===== config.mk =====
export PLATFORM = sky130hd
export DESIGN_NAME = lane_signal_ctrl
export DESIGN_NICKNAME = d
export VERILOG_FILES = /design/src/rtl/lsc_pkg.sv /design/src/rtl/lsc_sec_tick.sv /design/src/rtl/lsc_phase_seq.sv /design/src/rtl/lsc_lamp_drive.sv /design/src/rtl/lane_signal_ctrl.sv
export SDC_FILE = /design/constraint.sdc
export NUM_CORES = 1
export LEC_CHECK = 0
export BUFFER_PORTS_ARGS = -buffer_cell sky130_fd_sc_hd__buf_2
export CORE_ASPECT_RATIO = 0.6
export CORE_MARGIN = 3
export CORE_UTILIZATION = 55
export DETAILED_ROUTE_END_ITERATION = 16
export PLACE_DENSITY = 0.8
export SETUP_SLACK_MARGIN = 0.1
export SLEW_MARGIN = 30
export SYNTH_ARGS = -nofsm -noshare
export SYNTH_HDL_FRONTEND = slang
export SYNTH_SLANG_ARGS = --single-unit

===== constraint.sdc =====
create_clock -name clk -period 5.25 [get_ports clk]
set_clock_uncertainty 0.1 [all_clocks]
set_input_delay 1.05 -clock clk [delete_from_list [all_inputs] [get_ports clk]]
set_output_delay 1.05 -clock clk [all_outputs]
set_load 0.02 [all_outputs]

===== src/rtl/lsc_pkg.sv =====
// Package lsc_pkg
// Shared constants, the phase type and the lane-advance rule of the junction
// sequencer. Assumes five lanes, with lanes 1 and 4 as detector-gated minor lanes.
package lsc_pkg;

    localparam int NLANES = 5;
    localparam int LANE_W = $clog2(NLANES);
    localparam logic [LANE_W-1:0] START_LANE = LANE_W'(2);
    localparam logic [NLANES-1:0] SIDE_MASK  = 5'b10010;

    typedef enum logic {
        PH_GREEN  = 1'b0,
        PH_YELLOW = 1'b1
    } phase_e;

    // One step up the lane index, wrapping at the last lane.
    function automatic logic [LANE_W-1:0] lsc_step(input logic [LANE_W-1:0] cur);
        return (cur == LANE_W'(NLANES - 1)) ? '0 : cur + 1'b1;
    endfunction

    // Lane served after cur: skip a minor lane whose detector is clear.
    function automatic logic [LANE_W-1:0] lsc_next(input logic [LANE_W-1:0] cur,
                                                  input logic [NLANES-1:0] busy);
        logic [LANE_W-1:0] c;
        c = lsc_step(cur);
        if (SIDE_MASK[c] && !busy[c])
            c = lsc_step(c);
        return c;
    endfunction

endpackage


===== src/rtl/lsc_sec_tick.sv =====
// Module lsc_sec_tick
// Divides the clock into a one-cycle pulse every TICKS_PER_SEC cycles.
// Assumes TICKS_PER_SEC >= 2. A synchronous reset restarts the count, so the
// first pulse lands on the TICKS_PER_SEC-th edge after reset is released.
module lsc_sec_tick #(
    parameter int TICKS_PER_SEC = 100_000_000
) (
    input  logic clk,
    input  logic rst_n,
    output logic sec_tick
);
    localparam int CNT_W = $clog2(TICKS_PER_SEC);
    localparam logic [CNT_W-1:0] CNT_LAST = CNT_W'(TICKS_PER_SEC - 1);

    logic [CNT_W-1:0] cnt;

    assign sec_tick = (cnt == CNT_LAST);

    // Purpose: free-running modulo-TICKS_PER_SEC counter, cleared by reset.
    always_ff @(posedge clk) begin
        if (!rst_n)        cnt <= '0;
        else if (sec_tick) cnt <= '0;
        else               cnt <= cnt + 1'b1;
    end
endmodule


===== src/rtl/lsc_phase_seq.sv =====
// Module lsc_phase_seq
// Holds the served lane, its phase (green or yellow) and the seconds left in
// that phase. Assumes one sec_tick pulse per second. A phase loaded with N
// seconds ends on the N-th pulse after it is entered.
module lsc_phase_seq
    import lsc_pkg::*;
#(
    parameter int HWY_GREEN_S  = 60,
    parameter int SIDE_GREEN_S = 30,
    parameter int YEL_S        = 5
) (
    input  logic                 clk,
    input  logic                 rst_n,
    input  logic                 sec_tick,
    input  logic [NLANES-1:0]    busy,
    output logic [LANE_W-1:0]    lane,
    output phase_e               phase
);
    localparam int MAX_S = (HWY_GREEN_S > SIDE_GREEN_S)
                         ? ((HWY_GREEN_S > YEL_S) ? HWY_GREEN_S : YEL_S)
                         : ((SIDE_GREEN_S > YEL_S) ? SIDE_GREEN_S : YEL_S);
    localparam int SEC_W = $clog2(MAX_S + 1);
    localparam logic [SEC_W-1:0] HWY_LOAD  = SEC_W'(HWY_GREEN_S - 1);
    localparam logic [SEC_W-1:0] SIDE_LOAD = SEC_W'(SIDE_GREEN_S - 1);
    localparam logic [SEC_W-1:0] YEL_LOAD  = SEC_W'(YEL_S - 1);

    logic [SEC_W-1:0]  secs_left;
    logic [LANE_W-1:0] lane_nxt;
    logic              expire;

    assign expire   = sec_tick && (secs_left == '0);
    assign lane_nxt = lsc_next(lane, busy);

    // Purpose: count down the current phase and advance lane/phase on expiry.
    always_ff @(posedge clk) begin
        if (!rst_n) begin
            lane      <= START_LANE;
            phase     <= PH_GREEN;
            secs_left <= SIDE_MASK[START_LANE] ? SIDE_LOAD : HWY_LOAD;
        end else if (expire) begin
            if (phase == PH_GREEN) begin
                phase     <= PH_YELLOW;
                secs_left <= YEL_LOAD;
            end else begin
                lane      <= lane_nxt;
                phase     <= PH_GREEN;
                secs_left <= SIDE_MASK[lane_nxt] ? SIDE_LOAD : HWY_LOAD;
            end
        end else if (sec_tick) begin
            secs_left <= secs_left - 1'b1;
        end
    end
endmodule


===== src/rtl/lsc_lamp_drive.sv =====
// Module lsc_lamp_drive
// Decodes the served lane and phase into the three lamp vectors, one slice per
// lane. Assumes lane is always below NLANES.
module lsc_lamp_drive
    import lsc_pkg::*;
(
    input  logic [LANE_W-1:0] lane,
    input  phase_e            phase,
    output logic [NLANES-1:0] red,
    output logic [NLANES-1:0] grn,
    output logic [NLANES-1:0] yel
);
    for (genvar i = 0; i < NLANES; i++) begin : g_lane
        logic sel;
        // Purpose: light exactly one lamp of lane i.
        always_comb begin
            sel    = (lane == LANE_W'(i));
            grn[i] = sel && (phase == PH_GREEN);
            yel[i] = sel && (phase == PH_YELLOW);
            red[i] = !sel;
        end
    end
endmodule


===== src/rtl/lane_signal_ctrl.sv =====
// Module lane_signal_ctrl
// Top of the five-lane junction sequencer: prescaler, phase sequencer and
// lamp decoder. Assumes a fixed clock of TICKS_PER_SEC cycles per second and
// detector inputs already synchronous to clk.
module lane_signal_ctrl
    import lsc_pkg::*;
#(
    parameter int TICKS_PER_SEC = 100_000_000,
    parameter int HWY_GREEN_S   = 60,
    parameter int SIDE_GREEN_S  = 30,
    parameter int YEL_S         = 5
) (
    input  logic       clk,
    input  logic       rst_n,
    input  logic       side1_busy,
    input  logic       side4_busy,
    output logic [4:0] lamp_red,
    output logic [4:0] lamp_grn,
    output logic [4:0] lamp_yel
);
    logic              sec_tick;
    logic [NLANES-1:0] busy;
    logic [LANE_W-1:0] lane;
    phase_e            phase;

    assign busy = {side4_busy, 1'b0, 1'b0, side1_busy, 1'b0};

    lsc_sec_tick #(
        .TICKS_PER_SEC(TICKS_PER_SEC)
    ) u_tick (
        .clk      (clk),
        .rst_n    (rst_n),
        .sec_tick (sec_tick)
    );

    lsc_phase_seq #(
        .HWY_GREEN_S  (HWY_GREEN_S),
        .SIDE_GREEN_S (SIDE_GREEN_S),
        .YEL_S        (YEL_S)
    ) u_seq (
        .clk      (clk),
        .rst_n    (rst_n),
        .sec_tick (sec_tick),
        .busy     (busy),
        .lane     (lane),
        .phase    (phase)
    );

    lsc_lamp_drive u_lamps (
        .lane  (lane),
        .phase (phase),
        .red   (lamp_red),
        .grn   (lamp_grn),
        .yel   (lamp_yel)
    );
endmodule


==> impl_metrics.tcl, run 1 <==
set metrics [dict create \
    synth.yosys.seq_area_share_pct 35.8 \
    p_sw_mw 0.102 \
    hold_viol_final 0 \
    via_per_inst 5.66 \
    synthCells 246 \
    grt_max_degree 26 \
    cts_tree "yes" \
    p_clk_share_pct 38.8 \
    final_common_cell "nor2_1" \
    syn_area_per_cell_um2 8.40 \
    die_w_um 85.1 \
    start_kind "register" \
    antenna-diode-count 0 \
    h-tree-depth 2 \
    clock_sinks 37 \
    min_path_type "reg -> reg" \
    detail_route.wl_per_cell_um 14.1 \
    globalRouteTotalUtil_pct 21.8 \
    io_pins 19 \
    numCtsBuffers 5 \
    crit_start "u_seq.lane[0]$_SDFFE_PN0P_" \
    worstPathRequired_ns 4.10 \
    die_h_um 53.5 \
    p_seq_share_pct 59.0 \
    sw_frac_of_total_pct 21.2 \
    clk_pin_slew_ns 0.07 \
    grt_pass1_wl_um 7670 \
    first_pass_iters 4 \
    crit_path_end "lamp_yel[4]" \
    cts.repair.resized 0 \
    synth_seq_cells 37 \
    arrival_ns 1.62 \
    p_leak_nw 0.900 \
    r2r-end "u_seq.secs_left[2]$_SDFFE_PN0P_" \
    netlist_area_um2 2070 \
    postLayoutCellArea_um2 2240 \
    critPathCaptureType "output port" \
    p_int_mw 0.380 \
    maxCapViolCount 0 \
    status "finished clean" \
    initial_core_util_pct 60.4 \
    ys_types 44 \
    fin_setup_tns_ns 0 \
    postPlaceCellArea_um2 2160 \
    whs_ns 0.377 \
    cp_max_fo 9 \
    final_cell_count_no_fill 309 \
    die-area_um2 4550 \
    cts_hold_buf 0 \
    tightest_slew_ns 0.487 \
    rrSetupSlack_ns 2.76 \
    min_period_ns 2.77 \
    r2r_cells 9 \
    wl_um 4350 \
    grt-ovfl-total 0 \
    clk_latency_ns 0.29 \
    num_rows 16 \
    fp.coreArea_um2 3420 \
    combPwrFrac_pct 2.2 \
    gp_congestion 0.954 \
    cts-root-buf "clkbuf_8" \
    dr_total_vias 1750 \
    r2r-start "u_seq.lane[0]$_SDFFE_PN0P_" \
    setup_viol 0 \
    grt_pass1_vias 1626 \
    syn_to_final_growth_pct 8.29 \
    synth.yosys.warnings 0 \
    place_inst 301 \
    syn_nets 259 \
    numPortBuffers 18 \
    antenna_found_initial 0 \
    ant_nets 0 \
    worstSetupPathType "reg -> out" \
    dp_hpwl_um 3320 \
    fin_crit_sh_pct 52.7 \
    drt-initial-drc-count 119 \
    irDropWorstVdd_mv 0.158 \
    clock.fmax_mhz 362 \
    final_cell_mix "39 x nor2_1, 37 x dfxtp_1, 18 x buf_2" \
    drive_gt1_share_pct 12.9 \
    post_cts_buffers 0 \
    pwr_density_cell_nw_per_um2 215 \
    layout.nets 276 \
    slew_headroom_pct 67.5 \
    rsz0062_at_grt "no" \
    drv_slew 0 \
    drc 0 \
    clockBufferDepth 2 \
]
[layout make-up]
cell class | count | area (um^2)
Clock buffer | 8 | 80.1
Sequential cell | 37 | 741
Tap cell | 45 | 56.3
Fill cell | 309 | 1180
Inverter | 11 | 41.3
Multi-Input combinational cell | 190 | 1230
Timing Repair Buffer | 18 | 90.1
[how the worst min path moves through the flow]
| stage | from | end | slack, ns | cells past startpoint |
|---|---|---|---|---|
| 2_1_floorplan | u_tick.cnt[0]$_SDFF_PP0_ | u_tick.cnt[0]$_SDFF_PP0_ | 0.34 | 1 |
| 3_3_place_gp | u_tick.cnt[0]$_SDFF_PP0_ | u_tick.cnt[0]$_SDFF_PP0_ | 0.36 | 1 |
| 3_5_place_dp | u_tick.cnt[0]$_SDFF_PP0_ | u_tick.cnt[0]$_SDFF_PP0_ | 0.36 | 1 |
| 4_1_cts | u_tick.cnt[0]$_SDFF_PP0_ | u_tick.cnt[0]$_SDFF_PP0_ | 0.38 | 1 |
| 5_1_grt | u_tick.cnt[0]$_SDFF_PP0_ | u_tick.cnt[0]$_SDFF_PP0_ | 0.41 | 1 |
| 6_report | u_tick.cnt[0]$_SDFF_PP0_ | u_tick.cnt[0]$_SDFF_PP0_ | 0.38 | 1 |
[kinds of logic (layout without fill, tap and decap cells)]
logic type / after synthesis / count (layout) / share of synthesized area (%)
compound gates: 28 / 28 / 8.96
xor+xnor: 26 / 26 / 11.0
fa+ha+maj: 9 / 9 / 5.81
simple gates: 127 / 127 / 33.7
buf+inv: 19 / 37 / 4.66
flops: 37 / 37 / 35.8
[layer usage]
metal / vias to the layer above / track usage, % / part of all wire, %
li1: 893 / - / -
met1: 801 / 32.2 / 52
met2: 49 / 30.4 / 39
met3: 7 / 5.75 / 7.8
met4: 0 / 6.32 / 0.94
met5: - / 0 / 0
[power by group through the flow]
stage,Combinational (mW),Sequential (mW),Clock [mW]
6_report,0.0105,0.285,0.187
4_1_cts,0.0105,0.284,0.193
3_5_place_dp,0.0105,0.291,0
2_1_floorplan,0.00692,0.290,0
5_1_grt,0.0121,0.284,0.208
3_3_place_gp,0.0103,0.291,0
[registers in the layout, indices dropped and copies added, names as in the netlist]
name	cells
u_tick.cnt	27
u_seq.secs_left	6
u_seq.lane	3
u_seq.phase	1
[worst max-delay path: stages, from the launching register on]
cell and delay (ns):
dfxtp_1 0.51, inv_1 0.16, ha_1 0.30, and3_1 0.20, buf_2 0.15
[synthesized netlist by cell type, drive strengths merged]
library cell / n / area share, %
nor2: 40 / 7.4
dfxtp: 37 / 36
nand2: 18 / 3.4
xnor2: 17 / 7.2
nand3: 15 / 4.2
and3: 11 / 3.3
inv: 11 / 2.0
a21oi: 10 / 2.4
nor3: 10 / 2.4
o21ai: 9 / 2.2
xor2: 9 / 3.8
ha: 8 / 4.8
nand4: 7 / 2.8
buf: 6 / 2.3
and2: 4 / 1.3
and4: 4 / 1.8
a311oi: 3 / 1.3
nor4b: 3 / 1.6
or3: 3 / 0.91
and3b: 2 / 0.85
clkbuf: 2 / 0.36
nand4b: 2 / 0.85
nor4: 2 / 0.61
or4: 2 / 0.73
a21o: 1 / 0.36
a31o: 1 / 0.42
a31oi: 1 / 0.30
a41oi: 1 / 0.79
fa: 1 / 0.97
nand2b: 1 / 0.30
nor2b: 1 / 0.30
nor3b: 1 / 0.36
o311ai: 1 / 0.42
o41ai: 1 / 0.79
or4b: 1 / 0.48
[through the flow]
step           utilization [%]  setup slack [ns]  power, mW
2_1_floorplan                -              2.84      0.297
3_3_place_gp              63.0              2.82      0.301
3_5_place_dp              63.0              2.74      0.301
4_1_cts                   65.4              2.48      0.488
5_1_grt                   65.4              2.34      0.504
6_report                  65.4              2.48      0.482
(Power assumes the default switching activity.)
==> inputs of run 2 (changes only) <==
- CORE_UTILIZATION: 55 -> 53
- clock period: 5.25 -> 2.3 ns (I/O delays scaled with it)
==> run 2 against run 1 <==
Effect of this change:
- total power grew 130%
- register-to-register slack lost 2.5 ns
- clock power grew 130%
- count of clock-buffer cells in the layout shrank 2
- via count grew 2.7%
- worst setup slack lost 2.3 ns
- non-clock buffer count grew 8
- die area grew 3.4%
- sequential power grew 130%
- worst hold slack lost 0.051 ns
- flip-flop and latch count is the same
- cell count grew 2.6%
- critical path type is now reg -> reg
==> impl_metrics.tcl, run 2 (synthesized netlist as in run 1, its figures left out) <==
set metrics [dict create \
    slew_headroom_pct 67.6 \
    final_cell_count_no_fill 317 \
    numPortBuffers 18 \
    maxCapViolCount 0 \
    cts_tree "yes" \
    critPathSlowestCell "dfxtp_2" \
    drive_gt1_share_pct 18.0 \
    place_inst 309 \
    slowest_delay_ns 0.39 \
    grt_pass1_wl_um 7670 \
    layout.nets 284 \
    grt-ovfl-total 0 \
    drc 0 \
    die-area_um2 4710 \
    post_cts_buffers 0 \
    min_to "u_seq.lane[1]$_SDFFE_PN1P_" \
    fin_crit_sh_pct 90.3 \
    first_pass_iters 5 \
    wl_um 4480 \
    setup_viol 0 \
    cts-root-buf "clkbuf_8" \
    ant_nets 0 \
    io_pins 19 \
    worstSetupPathType "reg -> reg" \
    worst-path-buf-inv 2 \
    syn_to_final_growth_pct 12.3 \
    r2r-start "u_seq.lane[0]$_SDFFE_PN0P_" \
    tightest_slew_ns 0.485 \
    numCtsBuffers 5 \
    final_common_cell "nor2_1" \
    n_fill_cell 302 \
    hold_viol_final 0 \
    crit_top_cell "ha_1" \
    ff_latch_area_um2 744 \
    p_total_mw 1.11 \
    dr_total_vias 1798 \
    critPathCaptureType "register" \
    hold_depth 2 \
    dp_hpwl_um 3320 \
    num_rows 16 \
    largestRegisters "u_tick.cnt: 27 flops, u_seq.secs_left: 6 flops, u_seq.lane: 3 flops" \
    irDropWorstVdd_mv 0.342 \
    antenna_found_initial 0 \
    cp_max_fo 5 \
    clk_pin_slew_ns 0.07 \
    die_w_um 86.6 \
    drt-initial-drc-count 155 \
    gp_congestion 0.938 \
    initial_core_util_pct 59.3 \
    postLayoutSetupSlackWorst_ns 0.224 \
    status "finished clean" \
    r2r-end "u_seq.secs_left[2]$_SDFFE_PN0P_" \
    drv_slew 0 \
    start_kind "register" \
    pre_cts_slack_ns 0.0714 \
    pwr_density_cell_nw_per_um2 479 \
    critical-path-top-delay-family "compound AO/OA/AOI/OAI gates" \
    antenna-diode-count 0 \
    arrival_ns 2.16 \
    min_period_ns 2.08 \
    grt_max_degree 26 \
    path_cells "inv_1 > ha_1 > inv_2 > ha_1 > o21ai_0 > a31o_2 > a21oi_2 > a41oi_2 > and2_1" \
    detail_route.wl_per_cell_um 14.1 \
    via_per_inst 5.67 \
    clockBufferDepth 2 \
    h-tree-depth 2 \
    final_cell_mix "39 x nor2_1, 34 x dfxtp_1, 18 x buf_2" \
    hold_path.startpoint "rst_n" \
    regMostFlops "u_tick.cnt" \
    min_path_type "in -> reg" \
    worstPathRequired_ns 2.38 \
    fp.coreArea_um2 3480 \
    fin_setup_tns_ns 0 \
    die_h_um 54.4 \
    rrSetupSlack_ns 0.22 \
    multi_input_area_um2 1230 \
    clock.fmax_mhz 482 \
    grt_pass1_vias 1577 \
    largest_reg_flops 27 \
    r2r_cells 9 \
    clk_latency_ns 0.29 \
    globalRouteTotalUtil_pct 21.2 \
    clock_sinks 37 \
    p_leak_nw 0.950 \
    rsz0062_at_grt "no" \
]
==> run 2: per-stage QoR <==
| stage | hold WS [ns] | cell area, um^2 | utilization (%) |
|---|---|---|---|
| 2_1_floorplan | 0.338 | 2070 | - |
| 5_1_grt | 0.332 | 2320 | 66.6 |
| 3_5_place_dp | 0.409 | 2230 | 64.0 |
| 3_3_place_gp | 0.392 | 2230 | 64.0 |
| 4_1_cts | 0.315 | 2310 | 66.5 |
| 6_report | 0.326 | 2320 | 66.6 |
==> run 2: worst max path at each step <==
| stage | from | endpoint | slack (ns) | cells after the start |
|---|---|---|---|---|
| finish | u_seq.lane[0]$_SDFFE_PN0P_ | u_seq.secs_left[2]$_SDFFE_PN0P_ | 0.22 | 9 |
| global route | u_seq.lane[0]$_SDFFE_PN0P_ | u_seq.secs_left[2]$_SDFFE_PN0P_ | 0.11 | 9 |
| CTS | u_seq.lane[2]$_SDFFE_PN0P_ | u_seq.secs_left[1]$_SDFFE_PN1P_ | 0.11 | 7 |
| detailed placement | u_seq.lane[0]$_SDFFE_PN0P_ | u_seq.secs_left[2]$_SDFFE_PN0P_ | 0.07 | 9 |
| global placement | u_seq.lane[0]$_SDFFE_PN0P_ | u_seq.secs_left[1]$_SDFFE_PN1P_ | 0.21 | 7 |
| floorplan | u_seq.lane[0]$_SDFFE_PN0P_ | u_seq.secs_left[2]$_SDFFE_PN0P_ | 0.21 | 9 |
==> run 2: area by class of cell <==
class | count | area share (%)
Sequential cell | 37 | 32.1
Inverter | 11 | 1.78
Clock buffer | 6 | 3.13
Multi-Input combinational cell | 190 | 53.2
Tap cell | 45 | 2.43
Timing Repair Buffer | 26 | 7.01
Clock inverter | 2 | 0.431
==> run 2: what timing repair did <==
action / 4_1_cts / 5_1_grt
resized for setup: 1 / 5
endpoints found under the setup margin: 2 / 4
gates cloned: 0 / 0
hold buffers: 0 / 0
==> run 2: worst register-to-register path, stage by stage (launching register included) <==
cell,delay (ns)
dfxtp_2,0.39
inv_1,0.08
ha_1,0.34
inv_2,0.11
ha_1,0.15
o21ai_0,0.07
a31o_2,0.23
a21oi_2,0.18
a41oi_2,0.16
and2_1,0.17
==> run 2: per-layer routing <==
metal / up-vias / GRT usage (%) / part of all wire, %
met2: 63 / 27.8 / 38
met1: 816 / 32.1 / 53
li1: 913 / - / -
met3: 6 / 6.32 / 7.3
met4: 0 / 7.51 / 1.1
met5: - / 0 / 0
==> run 2: where the power goes <==
part | switching (mW) | internal [mW]
logic | 0.0186 | 0.0136
registers | 0.00375 | 0.645
clock network | 0.222 | 0.210
total | 0.245 | 0.868
